$ cat src/rtl/dmarb_pkg.sv
package dmarb_pkg;
  typedef enum logic [1:0] {
    ARB_IDLE = 2'd0,
    ARB_DMA  = 2'd1,
    ARB_GAP  = 2'd2
  } arb_state_t;

  localparam logic [1:0] SZ_BYTE = 2'd0;
  localparam logic [1:0] SZ_HALF = 2'd1;
  localparam logic [1:0] SZ_WORD = 2'd2;
  localparam logic [1:0] SZ_BAD  = 2'd3;

  localparam int unsigned REG_STAT = 0;
  localparam int unsigned REG_CTRL = 1;
  localparam int unsigned REG_CNT  = 2;

  localparam int unsigned IRQ_N = 3;
endpackage

$ cat src/rtl/dmarb_ctrl.sv
module dmarb_ctrl
  import dmarb_pkg::*;
#(
  parameter int unsigned CNT_W  = 16,
  parameter int unsigned CS_GAP = 2
) (
  input  logic             clk,
  input  logic             rst,
  input  logic             ch_en,
  input  logic             burst,
  input  logic [CNT_W-1:0] count_q,
  input  logic             xfer_done,
  input  logic             nmi_in,
  output logic             nmi_evt,
  output logic             unit_dec,
  output logic             grant_dma,
  output logic             grant_cpu
);
  localparam int unsigned GAP_W = $clog2(CS_GAP + 1);
  localparam logic [GAP_W-1:0] GAP_LAST = GAP_W'(CS_GAP - 1);

  arb_state_t       state_q, state_n;
  logic [GAP_W-1:0] gap_q;
  logic             nmi_prev;
  logic             last_unit;

  assign nmi_evt   = nmi_in & ~nmi_prev;
  assign unit_dec  = (state_q == ARB_DMA) & xfer_done & ~nmi_evt & ch_en;
  assign last_unit = (count_q == CNT_W'(1));

  always_comb begin
    state_n = state_q;
    case (state_q)
      ARB_IDLE: if (ch_en && !nmi_evt) state_n = ARB_DMA;
      ARB_DMA: begin
        if (nmi_evt || !ch_en)  state_n = ARB_IDLE;
        else if (unit_dec) begin
          if (last_unit)        state_n = ARB_IDLE;
          else if (!burst)      state_n = ARB_GAP;
        end
      end
      ARB_GAP: begin
        if (nmi_evt || !ch_en)  state_n = ARB_IDLE;
        else if (gap_q == GAP_LAST) state_n = ARB_DMA;
      end
      default: state_n = ARB_IDLE;
    endcase
  end

  always_ff @(posedge clk) begin
    if (rst) begin
      state_q   <= ARB_IDLE;
      gap_q     <= '0;
      nmi_prev  <= 1'b0;
      grant_dma <= 1'b0;
      grant_cpu <= 1'b1;
    end else begin
      state_q   <= state_n;
      nmi_prev  <= nmi_in;
      gap_q     <= (state_q == ARB_GAP) ? gap_q + 1'b1 : '0;
      grant_dma <= (state_n == ARB_DMA);
      grant_cpu <= (state_n != ARB_DMA);
    end
  end


  steal_release_chk: assert property (@(posedge clk) disable iff (rst)
    (grant_dma && !burst && xfer_done && !nmi_evt) |=> (grant_cpu && !grant_dma));


  burst_hold_chk: assert property (@(posedge clk) disable iff (rst)
    (grant_dma && burst && ch_en && !xfer_done && !nmi_evt) |=> grant_dma);


  nmi_abort_chk: assert property (@(posedge clk) disable iff (rst)
    nmi_evt |=> (grant_cpu && !grant_dma));
endmodule

$ cat src/rtl/dmarb_regs.sv
module dmarb_regs
  import dmarb_pkg::*;
#(
  parameter int unsigned ADDR_W = 2,
  parameter int unsigned DATA_W = 32,
  parameter int unsigned CNT_W  = 16,
  parameter int unsigned RSEL_W = 4
) (
  input  logic              clk,
  input  logic              rst,
  input  logic              reg_wr,
  input  logic              reg_rd,
  input  logic [ADDR_W-1:0] reg_addr,
  input  logic [1:0]        reg_size,
  input  logic [DATA_W-1:0] reg_wdata,
  output logic [DATA_W-1:0] reg_rdata,
  input  logic              nmi_evt,
  input  logic              unit_dec,
  output logic              ch_en_q,
  output logic              burst_q,
  output logic [CNT_W-1:0]  count_q,
  output logic              nmi_flag_q,
  output logic              te_q,
  output logic              addr_err_q
);
  localparam int unsigned RS_LO  = 4;
  localparam int unsigned RS_HI  = RS_LO + RSEL_W - 1;
  localparam int unsigned TE_BIT = RS_HI + 1;
  localparam logic [ADDR_W-1:0] A_STAT = ADDR_W'(REG_STAT);
  localparam logic [ADDR_W-1:0] A_CTRL = ADDR_W'(REG_CTRL);
  localparam logic [ADDR_W-1:0] A_CNT  = ADDR_W'(REG_CNT);

  logic [RSEL_W-1:0] rsel_q;
  logic [RSEL_W-1:0] rsel_w;
  logic bad_acc, stat_wr_ok, ctrl_wr_ok, cnt_wr_ok, end_hit, rsel_clash;
  logic [DATA_W-1:0] rd_mux;

  assign rsel_w     = reg_wdata[RS_HI:RS_LO];
  assign bad_acc    = (reg_wr | reg_rd) &
                      ((reg_size == SZ_BAD) || (reg_addr == A_CNT && reg_size == SZ_BYTE));
  assign rsel_clash = ch_en_q && (rsel_w != rsel_q);
  assign stat_wr_ok = reg_wr && reg_addr == A_STAT && reg_size != SZ_BAD;
  assign ctrl_wr_ok = reg_wr && reg_addr == A_CTRL && reg_size != SZ_BAD && !rsel_clash;
  assign cnt_wr_ok  = reg_wr && reg_addr == A_CNT && !bad_acc && !ch_en_q;
  assign end_hit    = unit_dec && (count_q == CNT_W'(1));

  always_comb begin
    rd_mux = '0;
    if (!bad_acc) begin
      case (reg_addr)
        A_STAT: begin
          rd_mux[1] = nmi_flag_q;
          rd_mux[2] = addr_err_q;
        end
        A_CTRL: begin
          rd_mux[0]           = ch_en_q;
          rd_mux[1]           = burst_q;
          rd_mux[RS_HI:RS_LO] = rsel_q;
          rd_mux[TE_BIT]      = te_q;
        end
        A_CNT:   rd_mux[CNT_W-1:0] = count_q;
        default: rd_mux = '0;
      endcase
    end
  end

  always_ff @(posedge clk) begin
    if (rst) begin
      ch_en_q    <= 1'b0;
      burst_q    <= 1'b0;
      rsel_q     <= '0;
      te_q       <= 1'b0;
      count_q    <= '0;
      nmi_flag_q <= 1'b0;
      addr_err_q <= 1'b0;
      reg_rdata  <= '0;
    end else begin
      if (reg_rd) reg_rdata <= rd_mux;

      if (nmi_evt)                          nmi_flag_q <= 1'b1;
      else if (stat_wr_ok && !reg_wdata[1]) nmi_flag_q <= 1'b0;

      if (bad_acc)                          addr_err_q <= 1'b1;
      else if (stat_wr_ok && !reg_wdata[2]) addr_err_q <= 1'b0;

      if (nmi_evt || end_hit)  ch_en_q <= 1'b0;
      else if (ctrl_wr_ok)
        ch_en_q <= reg_wdata[0] && (ch_en_q || (!nmi_flag_q && count_q != '0));

      if (ctrl_wr_ok) begin
        burst_q <= reg_wdata[1];
        rsel_q  <= rsel_w;
      end

      if (end_hit) te_q <= 1'b1;
      else if (ctrl_wr_ok && reg_size != SZ_BYTE && !reg_wdata[TE_BIT]) te_q <= 1'b0;

      if (unit_dec && !nmi_evt) count_q <= count_q - 1'b1;
      else if (cnt_wr_ok)       count_q <= reg_wdata[CNT_W-1:0];
    end
  end


  end_clear_chk: assert property (@(posedge clk) disable iff (rst)
    end_hit |=> (count_q == '0 && !ch_en_q && te_q));


  nmi_block_chk: assert property (@(posedge clk) disable iff (rst)
    nmi_flag_q |-> !ch_en_q);


  nmi_sticky_chk: assert property (@(posedge clk) disable iff (rst)
    nmi_evt |=> nmi_flag_q);


  rsel_lock_chk: assert property (@(posedge clk) disable iff (rst)
    (ch_en_q && reg_wr && reg_addr == A_CTRL && rsel_w != rsel_q) |=> $stable(rsel_q));


  width_err_chk: assert property (@(posedge clk) disable iff (rst)
    (reg_wr && reg_addr == A_CNT && reg_size == SZ_BYTE && !unit_dec)
      |=> (addr_err_q && $stable(count_q)));
endmodule

$ cat src/rtl/dmarb_irq.sv
module dmarb_irq
  import dmarb_pkg::*;
(
  input  logic             clk,
  input  logic             rst,
  input  logic             irq_edge_in,
  input  logic             irq_level_n,
  input  logic             periph_irq,
  input  logic             cpu_ack,
  input  logic             grant_cpu,
  output logic [IRQ_N-1:0] irq_pend,
  output logic [IRQ_N-1:0] irq_serv
);
  logic edge_prev;

  always_ff @(posedge clk) begin
    if (rst) begin
      edge_prev <= 1'b0;
      irq_pend  <= '0;
    end else begin
      edge_prev <= irq_edge_in;
      if (irq_edge_in && !edge_prev)   irq_pend[0] <= 1'b1;
      else if (cpu_ack && grant_cpu)   irq_pend[0] <= 1'b0;
      irq_pend[1] <= ~irq_level_n;
      irq_pend[2] <= periph_irq;
    end
  end

  assign irq_serv = irq_pend & {IRQ_N{grant_cpu}};


  edge_hold_chk: assert property (@(posedge clk) disable iff (rst)
    (irq_pend[0] && !(cpu_ack && grant_cpu)) |=> irq_pend[0]);


  serv_gate_chk: assert property (@(posedge clk) disable iff (rst)
    !grant_cpu |-> (irq_serv == '0));
endmodule

$ cat src/rtl/dma_bus_arbiter.sv
module dma_bus_arbiter
  import dmarb_pkg::*;
#(
  parameter int unsigned ADDR_W = 2,
  parameter int unsigned DATA_W = 32,
  parameter int unsigned CNT_W  = 16,
  parameter int unsigned RSEL_W = 4,
  parameter int unsigned CS_GAP = 2
) (
  input  logic              clk,
  input  logic              rst,
  input  logic              reg_wr,
  input  logic              reg_rd,
  input  logic [ADDR_W-1:0] reg_addr,
  input  logic [1:0]        reg_size,
  input  logic [DATA_W-1:0] reg_wdata,
  output logic [DATA_W-1:0] reg_rdata,
  input  logic              xfer_done,
  input  logic              nmi_in,
  input  logic              irq_edge_in,
  input  logic              irq_level_n,
  input  logic              periph_irq,
  input  logic              cpu_ack,
  output logic              grant_dma,
  output logic              grant_cpu,
  output logic              ch_busy,
  output logic              nmi_flag,
  output logic              xfer_end,
  output logic              addr_err,
  output logic [2:0]        irq_pend,
  output logic [2:0]        irq_serv
);
  logic             nmi_evt, unit_dec, burst;
  logic [CNT_W-1:0] count_q;

  dmarb_regs #(
    .ADDR_W(ADDR_W), .DATA_W(DATA_W), .CNT_W(CNT_W), .RSEL_W(RSEL_W)
  ) regs_i (
    .clk(clk), .rst(rst),
    .reg_wr(reg_wr), .reg_rd(reg_rd), .reg_addr(reg_addr),
    .reg_size(reg_size), .reg_wdata(reg_wdata), .reg_rdata(reg_rdata),
    .nmi_evt(nmi_evt), .unit_dec(unit_dec),
    .ch_en_q(ch_busy), .burst_q(burst), .count_q(count_q),
    .nmi_flag_q(nmi_flag), .te_q(xfer_end), .addr_err_q(addr_err)
  );

  dmarb_ctrl #(
    .CNT_W(CNT_W), .CS_GAP(CS_GAP)
  ) ctrl_i (
    .clk(clk), .rst(rst),
    .ch_en(ch_busy), .burst(burst), .count_q(count_q),
    .xfer_done(xfer_done), .nmi_in(nmi_in),
    .nmi_evt(nmi_evt), .unit_dec(unit_dec),
    .grant_dma(grant_dma), .grant_cpu(grant_cpu)
  );

  dmarb_irq irq_i (
    .clk(clk), .rst(rst),
    .irq_edge_in(irq_edge_in), .irq_level_n(irq_level_n),
    .periph_irq(periph_irq), .cpu_ack(cpu_ack), .grant_cpu(grant_cpu),
    .irq_pend(irq_pend), .irq_serv(irq_serv)
  );
endmodule

$ cat config.mk
export PLATFORM = sky130hd
export DESIGN_NAME = dma_bus_arbiter
export DESIGN_NICKNAME = d
export VERILOG_FILES = /design/src/rtl/dmarb_pkg.sv /design/src/rtl/dmarb_ctrl.sv /design/src/rtl/dmarb_regs.sv /design/src/rtl/dmarb_irq.sv /design/src/rtl/dma_bus_arbiter.sv
export SDC_FILE = /design/constraint.sdc
export NUM_CORES = 1
export LEC_CHECK = 0
export ABC_AREA = 0
export BUFFER_PORTS_ARGS = -buffer_cell sky130_fd_sc_hd__clkbuf_2
export CAP_MARGIN = 20
export CORE_MARGIN = 4
export CORE_UTILIZATION = 46
export DETAILED_ROUTE_END_ITERATION = 7
export PLACE_DENSITY = 0.74
export SLEW_MARGIN = 15
export SYNTH_ARGS = -nofsm -noshare
export SYNTH_HDL_FRONTEND = slang
export SYNTH_SLANG_ARGS = --single-unit
export TNS_END_PERCENT = 20
$ cat constraint.sdc
create_clock -name clk -period 4.35 [get_ports clk]
set_input_delay 0.435 -clock clk [delete_from_list [all_inputs] [get_ports clk]]
set_output_delay 0.435 -clock clk [all_outputs]
set_load 0.05 [all_outputs]
==> impl_metrics.env, run 1 <==
export IMPL_drc=0
export IMPL_final_cells=416
export IMPL_ys_top_cells_by_area="dfxtp_1 (40%), nor2_1 (5.9%), a22oi_1 (4.6%)"
export IMPL_skew_ns=0.0133
export IMPL_synth_seq_cells=52
export IMPL_r2r_start="regs_i.count_q[9]"
export IMPL_endpoint_kind="flop"
export IMPL_clk_latency_ns=0.32
export IMPL_antenna_left=0
export IMPL_wirelength_mm=6.11
export IMPL_die_area_sq_um=6920
export IMPL_row_count=27
export IMPL_tns_ns=0
export IMPL_ioPinCount=90
export IMPL_crit_arrival_ns=2.26
export IMPL_num_antenna_cells=0
export IMPL_setup_viol=0
export IMPL_placed_area_sq_um=2850
export IMPL_timing_max_cap_violations=0
export IMPL_worstPathMaxFanout=7
export IMPL_synthCells=297
export IMPL_post_drt_wl_per_cell_microns=14.7
export IMPL_p_per_area_nw_per_um2=324
export IMPL_crit_chain="nor4_2 > nor4b_4 > and4_1 > o22ai_1 > and3b_1"
export IMPL_avgSynthCellArea_sq_um=8.75
export IMPL_p_leak_nw=1.25
export IMPL_asyncSetResetFlopFracSynth_pct=0
export IMPL_gp_congestion=0.808
export IMPL_rsz0062_at_grt="no"
export IMPL_fin_nets=397
export IMPL_clk_pin_slew_ns=0.10
export IMPL_dp_hpwl_mm=4.54
export IMPL_crit_type="reg2reg"
export IMPL_p_seq_share_pct=52.4
export IMPL_clk_path_buf_depth=2
export IMPL_syn_area_sq_um=2600
export IMPL_worstMarginPinSlew_ns=0.997
export IMPL_p_int_uw=662
export IMPL_drtPass1Iterations=4
export IMPL_port_buffers=57
export IMPL_synth_edf_count=0
export IMPL_vias_per_cell=5.48
export IMPL_synthFlopType="dfxtp_1"
export IMPL_die_w_microns=83.2
export IMPL_area_growth_pct=13.2
export IMPL_hold_path_class="in2reg"
export IMPL_grt_pass1_wl_mm=10.4
export IMPL_drt_iter0_markers=150
export IMPL_hold_violations=0
export IMPL_slew_headroom_pct=33.5
export IMPL_hold_buffers=0
export IMPL_drv_slew=0
export IMPL_cp_required_ns=4.56
export IMPL_power_share_switching_pct=30.6
export IMPL_cts_tree="yes"
export IMPL_gr_total_overflow=0
export IMPL_multi_input_area_sq_um=1400
export IMPL_fmax_ghz=0.488
export IMPL_total_power_uw=954
export IMPL_initial_core_util_pct=47.2
export IMPL_post_cts_buffers=0
export IMPL_finalCriticalPeriod_ns=2.05
export IMPL_ys_types=55
export IMPL_grt_start_max_net_pins=49
export IMPL_layout_drive_gt1_share_pct=21.2
export IMPL_regArea_sq_um=1040
export IMPL_critPathMaxStageDelay_ns=0.55
export IMPL_cts_resized=0
export IMPL_coreArea_sq_um=5510
export IMPL_grtUsageTotal_pct=18.1
export IMPL_numCtsBuffers=5
export IMPL_die_h_microns=83.2
export IMPL_switching_power_uw=292
export IMPL_cts_root_buf="clkbuf_8"
export IMPL_fillerInstances=532
export IMPL_grt_pass1_vias=2219
export IMPL_vias=2280
export IMPL_place_inst=408
export IMPL_combinationalPowerShare_pct=16.7
export IMPL_synth_area_leader_cell="dfxtp_1"
export IMPL_power_share_clock_pct=30.9
export IMPL_htree_num_levels=2
export IMPL_whs_ns=0.262
export IMPL_cpMaxStageDelayCell="nor4_2"
export IMPL_timing_critical_path_from_type="flop"
export IMPL_status="finished, final reports clean"
export IMPL_min_from="irq_level_n"
export IMPL_clock_sinks=52
export IMPL_antenna_found_initial=0
export IMPL_yosys_warnings=0
export IMPL_fin_area_sq_um=2940
export IMPL_fin_crit_sh_pct=47.1
export IMPL_irDropWorstVdd_mv=0.137
export IMPL_cp_startpoint="regs_i.count_q[9]"
export IMPL_ys_seq_area_share_pct=40.1
export IMPL_synth_top_area_share_pct=40.1
-- per-layer routing --
layer	up-vias	track usage, %	routed length, microns
met2	65	30.3	2970
li1	1135	-	-
met4	0	7.43	130
met5	-	0	0
met3	10	4.37	336
met1	1070	22.1	2680
-- stage by stage --
stage               worst slack, ns  utilization (%)
finish                         2.30             53.4
global route                   2.15             53.4
CTS                            2.33             53.4
global placement               2.03             51.7
floorplan                      2.37                -
detailed placement             2.00             51.7
-- path summary, 6_finish.rpt --
kind | cells after the start | slack, ns | endpoint
min reg2reg | 1 | 0.42 | ctrl_i.gap_q[0]
max reg2reg | 5 | 2.30 | ctrl_i.grant_dma
max | 5 | 2.30 | ctrl_i.grant_dma
min | 2 | 0.26 | irq_i.irq_pend[1]
-- synth_stat cells (5+ instances only) --
cell type  number
a22oi_1        16
mux2i_1         5
inv_1           7
o21ai_0         6
clkbuf_1       13
nand4_1         5
dfxtp_1        52
nor2_1         41
nand2_1        13
a22o_1          6
ha_1            8
nand3_1         6
nor2b_1         5
a211oi_1        5
a21oi_1        13
buf_4          16
nor3_1          7
and2_1          5
xnor2_1         5
-- placed cells by master, fill, tap and decap left out, types with 6 or more instances in the layout --
cell,synthesis,final
ha_1,8,8
nand3_1,6,6
o21ai_0,6,6
a22o_1,6,6
a22oi_1,16,16
clkbuf_8,0,6
a21oi_1,13,13
dfxtp_1,52,52
nor2_1,41,41
conb_1,1,16
clkbuf_2,0,57
inv_1,7,7
nand2_1,13,13
nor3_1,7,7
-- sequential cells by signal, indices dropped and copies added, names as in the netlist --
signal / count
irq_i.irq_pend: 3
irq_i.edge_prev: 1
ctrl_i.grant_dma: 1
regs_i.nmi_flag_q: 1
regs_i.ch_en_q: 1
regs_i.count_q: 16
ctrl_i.nmi_prev: 1
regs_i.te_q: 1
ctrl_i.gap_q: 2
ctrl_i.state_q: 2
regs_i.rsel_q: 4
ctrl_i.grant_cpu: 1
regs_i.burst_q: 1
regs_i.reg_rdata: 16
regs_i.addr_err_q: 1
-- cell type report --
cell class / instances / area share [%]
Sequential cell: 52 / 35.4
Multi-Input combinational cell: 219 / 47.4
Clock buffer: 6 / 2.81
Inverter: 7 / 0.893
Clock inverter: 2 / 0.510
Timing Repair Buffer: 58 / 9.95
Tap cell: 72 / 3.06
-- cell families (layout without fill, tap and decap cells) --
logic type	Yosys count	count (layout)	synth area share, %
AND/OR/NAND/NOR	114	114	24.6
other	1	16	0.144
XOR/XNOR	6	6	2.02
flip-flops	52	52	40.1
AO/OA/AOI/OAI	70	70	19.0
adder cells (fa/ha/maj)	8	8	3.85
buffers and inverters	41	73	8.43
multiplexers	5	5	1.93
-- power groups by stage --
stage          sequential, mW  clock (mW)  combinational (mW)
6_report                0.500       0.295               0.160
5_1_grt                 0.502       0.320               0.174
4_1_cts                 0.499       0.301               0.160
3_5_place_dp            0.510           0               0.159
3_3_place_gp            0.510           0               0.158
2_1_floorplan           0.521           0               0.119
-- critical path: cells and delay by family (launching register included) --
kind | cells | cell delay [ns]
simple gates | 4 | 1.42
compound gates | 1 | 0.11
flops | 1 | 0.41
Power figures use the tool's default switching activity.
==> inputs of run 2 (changes only) <==
clock period = 2 ns   (was 4.35 ns; I/O delays follow)
==> impl_metrics.env, run 2 (synthesis results as in run 1) <==
export IMPL_timing_max_cap_violations=0
export IMPL_row_count=27
export IMPL_area_growth_pct=16.0
export IMPL_slew_headroom_pct=58.9
export IMPL_cts_root_buf="clkbuf_8"
export IMPL_hold_violations=0
export IMPL_status="finished, final reports clean"
export IMPL_critPathTopFamily="simple AND/OR/NAND/NOR gates"
export IMPL_p_per_area_nw_per_um2=668
export IMPL_num_antenna_cells=0
export IMPL_ioPinCount=90
export IMPL_die_w_microns=83.2
export IMPL_critPathMaxStageDelay_ns=0.41
export IMPL_skew_ns=0.00243
export IMPL_vias=2369
export IMPL_vias_per_cell=5.55
export IMPL_die_h_microns=83.2
export IMPL_grt_pass1_vias=2223
export IMPL_port_buffers=57
export IMPL_drc=0
export IMPL_place_ws_ns=0.150
export IMPL_layout_commonest_cell="clkbuf_2"
export IMPL_antenna_found_initial=0
export IMPL_layout_common_cells="clkbuf_2 (57), dfxtp_1 (52), nor2_1 (41), a22oi_1 (16), conb_1 (16)"
export IMPL_crit_type="reg2reg"
export IMPL_p_leak_nw=1.31
export IMPL_clock_sinks=52
export IMPL_drv_slew=0
export IMPL_tns_ns=0
export IMPL_r2r_start="ctrl_i.state_q[0]"
export IMPL_clk_latency_ns=0.30
export IMPL_antenna_left=0
export IMPL_layout_drive_gt1_share_pct=23.7
export IMPL_finalCriticalPeriod_ns=1.78
export IMPL_grtUsageTotal_pct=18.7
export IMPL_clk_path_buf_depth=2
export IMPL_initial_core_util_pct=47.2
export IMPL_grt_pass1_wl_mm=10.7
export IMPL_crit_arrival_ns=1.95
export IMPL_numCtsBuffers=5
export IMPL_post_cts_buffers=0
export IMPL_drt_iter0_markers=176
export IMPL_die_area_sq_um=6920
export IMPL_crit_chain="and3b_1 > and4_2 > nand2_1 > o311ai_0 > a31oi_1"
export IMPL_hold_path_class="in2reg"
export IMPL_drtPass1Iterations=5
export IMPL_worstMarginPinSlew_ns=0.617
export IMPL_fmax_ghz=0.563
export IMPL_largest_registers="regs_i.count_q (16), regs_i.reg_rdata (16), regs_i.rsel_q (4)"
export IMPL_fin_nets=409
export IMPL_gr_total_overflow=0
export IMPL_coreArea_sq_um=5510
export IMPL_cpMaxStageDelayCell="dfxtp_1"
export IMPL_fin_crit_sh_pct=88.8
export IMPL_htree_num_levels=2
export IMPL_post_drt_wl_per_cell_microns=15.0
export IMPL_irDropWorstVdd_mv=0.377
export IMPL_worstPathMaxFanout=7
export IMPL_dp_hpwl_mm=4.93
export IMPL_gp_congestion=0.836
export IMPL_endpoint_kind="flop"
export IMPL_grt_start_max_net_pins=24
export IMPL_clk_pin_slew_ns=0.09
export IMPL_cp_startpoint="ctrl_i.state_q[0]"
export IMPL_rsz0062_at_grt="no"
export IMPL_wirelength_mm=6.39
export IMPL_cts_tree="yes"
export IMPL_timing_critical_path_from_type="flop"
export IMPL_setup_viol=0
export IMPL_min_from="irq_level_n"
export IMPL_worst_slack_ns=0.224
export IMPL_cp_required_ns=2.17
export IMPL_cp_num_buf_inv=0
## run 2: cell count changes in the layout (fill, tap and decap cells not counted)
cell / change
buf_4: +12
clkinvlp_4: -2
and4_1: -1
and4_2: +1
clkbuf_1: +1
clkbuf_8: -1
clkinv_2: +1
## run 2: cell type report
class / count / area [sq um]
fill: 529 / 2490
clock inverter: 1 / 5.00
multi-input combinational: 219 / 1400
timing repair buffer: 70 / 383
clock buffer: 6 / 72.6
tap: 72 / 90.1
sequential: 52 / 1040
inverter: 7 / 26.3
## run 2: routing by layer
| metal | track usage (%) | part of all wire [%] |
|---|---|---|
| met5 | 0 | 0 |
| met2 | 31.5 | 50 |
| met3 | 3.87 | 5.9 |
| met4 | 6.39 | 2.0 |
| met1 | 23.7 | 42 |
## run 2: final timing paths
| path | to | slack (ns) | cells past startpoint |
|---|---|---|---|
| max | regs_i.count_q[8] | 0.22 | 5 |
| min | irq_i.irq_pend[1] | 0.05 | 2 |
| max reg2reg | regs_i.count_q[8] | 0.22 | 5 |
| min reg2reg | ctrl_i.gap_q[0] | 0.42 | 1 |
## run 2: through the flow
step	utilization (%)	power, mW	std cells	hold slack, ns	cell area, sq um
finish	54.7	2.01	427	0.0521	3010
CTS	54.7	2.03	427	0.0482	3010
detailed placement	53.3	1.48	420	0.373	2940
floorplan	-	1.39	312	0.267	2660
global placement	53.3	1.47	420	0.354	2940
global route	54.7	2.12	427	0.0392	3010
## run 2: timing repair
action                                  CTS  global route
resized for setup                         0             1
hold buffers                              0             0
endpoints found under the setup margin    0             1
hold endpoints to repair                  0             0
## run 2: power breakdown
| part | leakage, nW | switching, mW | internal [mW] |
|---|---|---|---|
| Combinational | 0.842 | 0.259 | 0.116 |
| Sequential | 0.422 | 0.0232 | 1.06 |
| Clock | 0.0410 | 0.319 | 0.239 |
| Total | 1.31 | 0.601 | 1.41 |
## run 2: worst reg2reg max path, stage by stage, from the launching register on
cell	delay, ns
dfxtp_1	0.41
and3b_1	0.22
and4_2	0.36
nand2_1	0.15
o311ai_0	0.38
a31oi_1	0.14
